$ cat src/rtl/btb_pkg.sv
package btb_pkg;
   // Instructions are word aligned; the two lowest address bits select a byte.
   localparam int unsigned WORD_OFS_W = 2;
   localparam int unsigned SEQ_STEP   = 4;
endpackage

$ cat src/rtl/btb_addr_split.sv
module btb_addr_split #(
   parameter int unsigned PC_W  = 32,
   parameter int unsigned IDX_W = 4,
   localparam int unsigned TAG_W = PC_W - IDX_W - btb_pkg::WORD_OFS_W
) (
   input  logic [PC_W-1:0]  addr,
   output logic [IDX_W-1:0] idx,
   output logic [TAG_W-1:0] tag
);
   localparam int unsigned IDX_LO = btb_pkg::WORD_OFS_W;
   localparam int unsigned TAG_LO = IDX_LO + IDX_W;

   always_comb begin
      idx = addr[TAG_LO-1:IDX_LO];
      tag = addr[PC_W-1:TAG_LO];
   end
endmodule

$ cat src/rtl/btb_entry_store.sv
module btb_entry_store #(
   parameter int unsigned IDX_W = 4,
   parameter int unsigned TAG_W = 26,
   parameter int unsigned PC_W  = 32,
   localparam int unsigned ENTRIES = 1 << IDX_W
) (
   input  logic             clk,
   input  logic             rst_n,
   input  logic [IDX_W-1:0] rd_idx,
   output logic             rd_valid,
   output logic [TAG_W-1:0] rd_tag,
   output logic [PC_W-1:0]  rd_target,
   input  logic             wr_en,
   input  logic [IDX_W-1:0] wr_idx,
   input  logic             wr_taken,
   input  logic [TAG_W-1:0] wr_tag,
   input  logic [PC_W-1:0]  wr_target
);
   logic [ENTRIES-1:0] valid_q;
   logic [TAG_W-1:0]   tag_q [ENTRIES];
   logic [PC_W-1:0]    tgt_q [ENTRIES];
   logic               wr_match;

   // A not-taken result may only remove the entry that belongs to it.
   always_comb wr_match = valid_q[wr_idx] && (tag_q[wr_idx] == wr_tag);

   for (genvar e = 0; e < ENTRIES; e++) begin : g_entry
      logic sel;
      always_comb sel = wr_en && (wr_idx == IDX_W'(e));

      always_ff @(posedge clk or negedge rst_n) begin
         if (!rst_n) begin
            valid_q[e] <= 1'b0;
         end else if (sel) begin
            if (wr_taken)      valid_q[e] <= 1'b1;
            else if (wr_match) valid_q[e] <= 1'b0;
         end
      end

      always_ff @(posedge clk) begin
         if (sel && wr_taken) begin
            tag_q[e] <= wr_tag;
            tgt_q[e] <= wr_target;
         end
      end
   end

   always_comb begin
      rd_valid  = valid_q[rd_idx];
      rd_tag    = tag_q[rd_idx];
      rd_target = tgt_q[rd_idx];
   end


   valid_hold_chk: assert property (@(posedge clk) disable iff (!rst_n)
      $past(rst_n) && !$past(wr_en) |-> $stable(valid_q));


   no_alloc_on_nt_chk: assert property (@(posedge clk) disable iff (!rst_n)
      $past(rst_n) && $past(wr_en && !wr_taken)
      |-> $countones(valid_q) <= $past($countones(valid_q)));
endmodule

$ cat src/rtl/btb_lookup.sv
module btb_lookup #(
   parameter int unsigned PC_W  = 32,
   parameter int unsigned TAG_W = 26
) (
   input  logic [PC_W-1:0]  cur_pc,
   input  logic [TAG_W-1:0] cur_tag,
   input  logic             ent_valid,
   input  logic [TAG_W-1:0] ent_tag,
   input  logic [PC_W-1:0]  ent_target,
   output logic             hit,
   output logic [PC_W-1:0]  next_pc
);
   logic [PC_W-1:0] seq_pc;

   always_comb begin
      seq_pc  = cur_pc + PC_W'(btb_pkg::SEQ_STEP);
      hit     = ent_valid && (ent_tag == cur_tag);
      next_pc = hit ? ent_target : seq_pc;
   end
endmodule

$ cat src/rtl/btb_predictor.sv
module btb_predictor #(
   parameter int unsigned PC_W  = 32,
   parameter int unsigned IDX_W = 4
) (
   input  logic            clk,
   input  logic            rst_n,
   input  logic [PC_W-1:0] fetch_pc,
   output logic            pred_hit,
   output logic [PC_W-1:0] pred_pc,
   input  logic            res_valid,
   input  logic [PC_W-1:0] res_pc,
   input  logic            res_taken,
   input  logic [PC_W-1:0] res_target
);
   localparam int unsigned TAG_W = PC_W - IDX_W - btb_pkg::WORD_OFS_W;

   if (IDX_W < 1 || IDX_W > 12) begin : g_bad_idx
      $error("btb_predictor: IDX_W must lie in 1..12");
   end
   if (PC_W < IDX_W + btb_pkg::WORD_OFS_W + 1) begin : g_bad_pc
      $error("btb_predictor: PC_W too narrow for a tag");
   end

   logic [IDX_W-1:0] f_idx, r_idx;
   logic [TAG_W-1:0] f_tag, r_tag, e_tag;
   logic             e_valid;
   logic [PC_W-1:0]  e_target;

   btb_addr_split #(.PC_W(PC_W), .IDX_W(IDX_W)) u_split_fetch (
      .addr(fetch_pc), .idx(f_idx), .tag(f_tag));

   btb_addr_split #(.PC_W(PC_W), .IDX_W(IDX_W)) u_split_res (
      .addr(res_pc), .idx(r_idx), .tag(r_tag));

   btb_entry_store #(.IDX_W(IDX_W), .TAG_W(TAG_W), .PC_W(PC_W)) u_store (
      .clk(clk), .rst_n(rst_n),
      .rd_idx(f_idx), .rd_valid(e_valid), .rd_tag(e_tag), .rd_target(e_target),
      .wr_en(res_valid), .wr_idx(r_idx), .wr_taken(res_taken),
      .wr_tag(r_tag), .wr_target(res_target));

   btb_lookup #(.PC_W(PC_W), .TAG_W(TAG_W)) u_lookup (
      .cur_pc(fetch_pc), .cur_tag(f_tag),
      .ent_valid(e_valid), .ent_tag(e_tag), .ent_target(e_target),
      .hit(pred_hit), .next_pc(pred_pc));


   taken_installs_chk: assert property (@(posedge clk) disable iff (!rst_n)
      $past(rst_n) && $past(res_valid && res_taken) && (fetch_pc == $past(res_pc))
      |-> pred_hit && (pred_pc == $past(res_target)));


   nt_removes_chk: assert property (@(posedge clk) disable iff (!rst_n)
      $past(rst_n) && $past(res_valid && !res_taken) && (fetch_pc == $past(res_pc))
      |-> !pred_hit);
endmodule

$ cat config.mk
export PLATFORM = sky130hd
export DESIGN_NAME = btb_predictor
export DESIGN_NICKNAME = d
export VERILOG_FILES = /design/src/rtl/btb_pkg.sv /design/src/rtl/btb_addr_split.sv /design/src/rtl/btb_entry_store.sv /design/src/rtl/btb_lookup.sv /design/src/rtl/btb_predictor.sv
export SDC_FILE = /design/constraint.sdc
export NUM_CORES = 1
export LEC_CHECK = 0
export BUFFER_PORTS_ARGS = -buffer_cell sky130_fd_sc_hd__buf_4
export CAP_MARGIN = 20
export CORE_MARGIN = 2
export CORE_UTILIZATION = 45
export CTS_CLUSTER_DIAMETER = 200
export DETAILED_ROUTE_END_ITERATION = 16
export PLACE_DENSITY_LB_ADDON = 0.08
export REMOVE_ABC_BUFFERS = 1
export SYNTH_ARGS = -nofsm -noshare
export SYNTH_HDL_FRONTEND = slang
export SYNTH_SLANG_ARGS = --single-unit
$ cat constraint.sdc
create_clock -name clk -period 5.1 [get_ports clk]
set_input_delay 0.51 -clock clk [delete_from_list [all_inputs] [get_ports clk]]
set_output_delay 0.51 -clock clk [all_outputs]
set_load 0.05 [all_outputs]
# Word-level counts from Yosys, hierarchy flattened

Memory sizes are Yosys's and may differ from the RTL's.
Cells that the tools add are included.

Output and inout bits: 33
Word-level logic and storage cells: 249
Flip-flop bits (word level): 16
Memories kept: 2
RAM bits: 928

Memory list:

| name          | words | width | read ports | clocked after memory_dff | write ports | RTL line              | source |
|---|---|---|---|---|---|---|---|
| u_store.tgt_q | 16    | 32    | 1          | 0                        | 1           | btb_entry_store.sv:21 | `logic [PC_W-1:0] tgt_q [ENTRIES];` |
| u_store.tag_q | 16    | 26    | 2          | 0                        | 1           | btb_entry_store.sv:20 | `logic [TAG_W-1:0] tag_q [ENTRIES];` |

Magnitude comparators: 2
Reduce and logical (&&, ||, !) cells: 82
Multiplexer cells: 129
Equal/unequal tests: 17
Add/subtract/negate cells: 1

Operators by type and width:

| operator                                                                      | count |
|---|---|
| 32-bit two-way mux                                                            | 16 |
| 32-bit OR reduction                                                           | 15 |
| 26-bit two-way mux                                                            | 15 |
| 26-bit OR reduction                                                           | 15 |
| 4-bit two-way mux                                                             | 30 |
| 1-bit two-way mux                                                             | 66 |
| 26-bit == test                                                                | 2 |
| 1-bit logical AND                                                             | 34 |
| 32-bit by 3-bit adder with 32-bit output (second input constant)              | 1 |
| 4-bit == test (second input constant)                                         | 8 |
| 2-bit AND reduction                                                           | 16 |
| 4-bit by 3-bit == test with 1-bit output (second input constant)              | 4 |
| 4-bit by 5-bit less-than comparator with 1-bit output (second input constant) | 2 |
| 1-bit binary-select mux with 4-bit select                                     | 2 |
| 4-bit by 2-bit == test with 1-bit output (second input constant)              | 2 |
| 4-bit by 1-bit == test with 1-bit output (second input constant)              | 1 |
| 4-bit logical NOT                                                             | 1 |
| 2-bit nonzero test                                                            | 1 |

# Depth between registers and ports, before layout

Word-level depth: 21
Depth in mapped cells: 14
Depth with buffers taken out: 8

# Hierarchy

From an unflattened synthesis, not the netlist that was laid out.

Cell total of the unflattened synthesis: 1989
Area, all modules: 41463.5 um2

By module, submodules not included:

| module          | instances | cells each | area each (um2) |
|---|---|---|---|
| btb_entry_store | 1         | 1762       | 39685.6 |
| btb_lookup      | 1         | 167        | 1327.5 |
| btb_addr_split  | 2         | 30         | 225.2 |

# Worst setup path before layout

No wires, ideal clock.

Kind: input port to flip-flop
From: input port res_pc[3]
To: memory u_store.tag_q[10][0], enable pin
Arrival time: 4562 ps
Buffers on the path: 5
Stages on the path: 8
Setup slack: 60 ps
Cell sequence: buf_2 > buf_2 > buf_1 > buf_1 > nand2_1 > or2_2 > clkbuf_1 > nor2_1

Cells in the longest elaborated chain, start to end: 21

RTL lines:

| item                                                                                   | RTL line              | source |
|---|---|---|
| start, declared                                                                        | btb_predictor.sv:11   | `input logic [PC_W-1:0] res_pc,` |
| 4-bit by 1-bit == test with 1-bit output                                               | btb_entry_store.sv:29 | `always_comb sel = wr_en && (wr_idx == IDX_W'(e));` |
| 1-bit logical AND                                                                      | btb_entry_store.sv:29 |  |
| 1-bit logical AND                                                                      | btb_entry_store.sv:41 | `if (sel && wr_taken) begin` |
| 1-bit two-way mux                                                                      | btb_entry_store.sv:41 |  |
| 1-bit two-way mux (implied by the code)                                                | btb_entry_store.sv:42 | `tag_q[e] <= wr_tag;` |
| 26-bit OR reduction (no line)                                                          | -                     |  |
| 4-bit two-way mux (no line) / 1-bit two-way mux (equally long branches) (15 in series) | -                     |  |
| end, declared                                                                          | btb_entry_store.sv:20 |  |

Parallel ways exist; a longest one is shown, timed or not.

==> summary.md <==
| Metric | Value |
|---|---|
| Run status | `finished clean` |
| Port Buffers | `130` |
| Vias in the first global route | `23,133` |
| Post-route DRC | `0` |
| Max Slew Vio Count | `0` |
| Register area | `0.0283 sq mm` |
| Die Width | `309 um` |
| FF-to-FF End | `u_store.valid_q[15]` |
| Pleak | `15.6 nW` |
| Pwr per Cell Area | `358 mW/mm^2` |
| Commonest cells post-synth | `edfxtp_1 (928), mux4_2 (350), mux2i_1 (109), nor2_1 (72), xnor2_1 (54)` |
| Die footprint | `0.0954 sq mm` |
| Core Rows | `111` |
| Number of gates resized after CTS | `0` |
| Grt total ovfl | `0` |
| Actual slew at the worst max-slew pin | `1.09 ns` |
| HP Class | `in -> reg` |
| CTS tree | `built` |
| Register area share after synthesis | `0.676` |
| Root Buffer Master | `clkbuf_16` |
| Min Tclk post-route | `4.98 ns` |
| Total power | `17.2 mW` |
| Post-DP HPWL | `72,400 um` |
| Die Y | `309 um` |
| Initial Utilization | `0.455` |
| Average size of a mapped cell | `20.0 sq um` |
| Final setup fails | `0` |
| Postcts setup bufs | `0` |
| Clock transition at path regs | `0.06 ns` |
| Worst Hold Depth | `1` |
| Hold worst-path end | `u_store.tgt_q[4][30]` |
| Post-synth ARST share | `0.0169` |
| Crit path DAT | `4.47 ns` |
| Clk_lat worst skew | `0.69 ns` |
| FF-to-FF setup slack | `1.58 ns` |
| EDFF count, synth | `928` |
| Yosys warnings | `0` |
| Starting DRT DRC Count | `2,466` |
| Layout Skew | `0.0188 ns` |
| Mapped Cells | `2,096` |
| Initial antenna violation count | `9` |
| Clock sink count | `944` |
| Pin count of the biggest net entering global routing | `95` |
| F_max | `201 MHz` |
| CP max FO | `12` |
| Crit end category | `output pin` |
| Final setup TNS | `0 ns` |
| Routed wire length | `119,000 um` |
| First-pass GRT wire length | `170,000 um` |
| Worst Path Required | `4.59 ns` |
| Filler cell count | `7,339` |
| Synth area leaders | `edfxtp_1 (67%), mux4_2 (19%), mux2i_1 (2.6%), xnor2_1 (1.1%), dfrtp_1 (0.96%)` |
| Post-DRT Antenna Nets | `0` |
| Drt wl/cell | `32.8 um` |
| IR drop worst, VDD | `0.281 mV` |
| Crit start category | `flop` |
| Core area | `0.0919 sq mm` |
| CTS HTree Levels | `3` |
| Max_cap viols | `0` |
| Vias/cell | `6.25` |
| Total Routing Usage GR | `0.252` |
| Crit path kind | `reg -> out` |
| Synth unique cells | `80` |
| Synthesized cell area | `0.0418 sq mm` |
| Routed vias | `22,702` |
| Clock buffer depth | `3` |
| RR Startpoint | `u_store.tag_q[4][20]` |
| Seq cells post-synth | `944` |
| Count of final hold-check violations | `0` |
| Most frequent cell after synthesis | `edfxtp_1` |
| Max-slew headroom | `0.272` |
| I/O pin cnt | `133` |
| Layout cells sized above 1 | `0.330` |
| R2R cell count | `8` |
| Cts hold-fix bufs | `1` |
| Tcrit/Tclk final | `0.977` |
| NumNets Final | `2,404` |
| Area occupied by multi-input gates | `0.0129 sq mm` |
| Post-synth top area share | `0.666` |
| Number of buffers created by CTS | `101` |
| Detailed Routing Iterations Pass 1 | `6` |
| Final hold slack | `0.113 ns` |
| Ys flop type | `edfxtp_1` |
| P&R area growth vs syn | `14.9%` |
| Hold wc startpoint | `res_target[30]` |
| Gp weighted congestion | `0.912` |
| Unrepaired setup endpoints after global routing | `false` |
| Dominant cell type by area after synthesis | `edfxtp_1` |
## area by class of cell
class	count	area share
diodes	1	0.0000521
clock inverters	58	0.0100
inverters	21	0.00167
well taps	1243	0.0324
multi-input cells	1001	0.268
flip-flops and latches	944	0.588
clock buffers	129	0.0561
repair buffers	234	0.0433
## how the worst max path moves through the flow
stage          slack [ns]          end             startpoint  cells past startpoint
5_1_grt              0.06  pred_pc[28]            fetch_pc[2]                     14
6_report             0.12   pred_pc[8]    u_store.tag_q[4][2]                     11
4_1_cts              0.14   pred_pc[8]  u_store.tag_q[15][20]                     10
2_1_floorplan       -0.43   pred_pc[2]            fetch_pc[4]                      8
3_5_place_dp         0.21   pred_pc[8]            fetch_pc[2]                     14
3_3_place_gp         0.24   pred_pc[8]            fetch_pc[2]                     14
## cells by family (layout without fill, tap and decap cells)
kind of cell,count (synthesis),after routing,synth area share
buffers and inverters,151,442,0.0190
xor gates and xnor gates,77,77,0.0161
muxes,503,503,0.228
DFF,944,944,0.676
other,0,1,0
adders and majority gates,1,1,0.000299
AOI/OAI and AO/OA,163,163,0.0280
and+or+nand+nor,257,257,0.0325
## flip-flops by register name, summed over array words and instances (netlist names)
signal and cells:
u_store.tgt_q 512, u_store.tag_q 416, u_store.valid_q 16
## critical path, cell delays in order, from the launching register on
cell and delay, ns:
edfxtp_1 0.40, mux4_2 0.48, mux2i_1 0.40, xor2_1 0.19, nand2_1 0.12, o31a_1 0.34
or4b_4 0.55, nor4_4 0.32, buf_12 0.25, buf_12 0.19, mux2_4 0.34, buf_4 0.19
## through the flow
stage | utilization | worst slack [ns] | std cells | instance area [sq um]
finish | 0.523 | 0.116 | 3631 | 48000
global route | 0.523 | 0.0588 | 3631 | 48000
CTS | 0.523 | 0.141 | 3630 | 48000
detailed placement | 0.488 | 0.215 | 3442 | 44900
global placement | 0.488 | 0.237 | 3442 | 44900
floorplan | - | -0.428 | 1966 | 41100
## power breakdown
group          switching [mW]  internal, mW  total [mW]
Sequential             0.0496          8.64        8.69
Combinational           0.853         0.616        1.47
Clock                    3.03          4.00        7.03
## placed cells by master (no fill, tap or decap), types with 20 or more instances in the layout
cell,n
edfxtp_1,928
mux4_2,350
buf_4,206
mux2i_1,109
clkbuf_16,104
nor2_1,56
xnor2_1,54
nand2_1,39
clkinv_2,27
a21oi_1,25
clkbuf_1,25
nand3_1,24
buf_12,24
xor2_1,23
o22ai_1,22
nand4_1,22
clkinv_1,20
mux2_4,20
## layer usage
metal | track usage | wire (um) | vias to the layer above
met3 | 0.0439 | 8170 | 180
met4 | 0.0659 | 2880 | 14
li1 | - | - | 9315
met5 | 0 | 86 | -
met2 | 0.400 | 56800 | 930
met1 | 0.365 | 51000 | 12263
(Power assumes the default switching activity.)
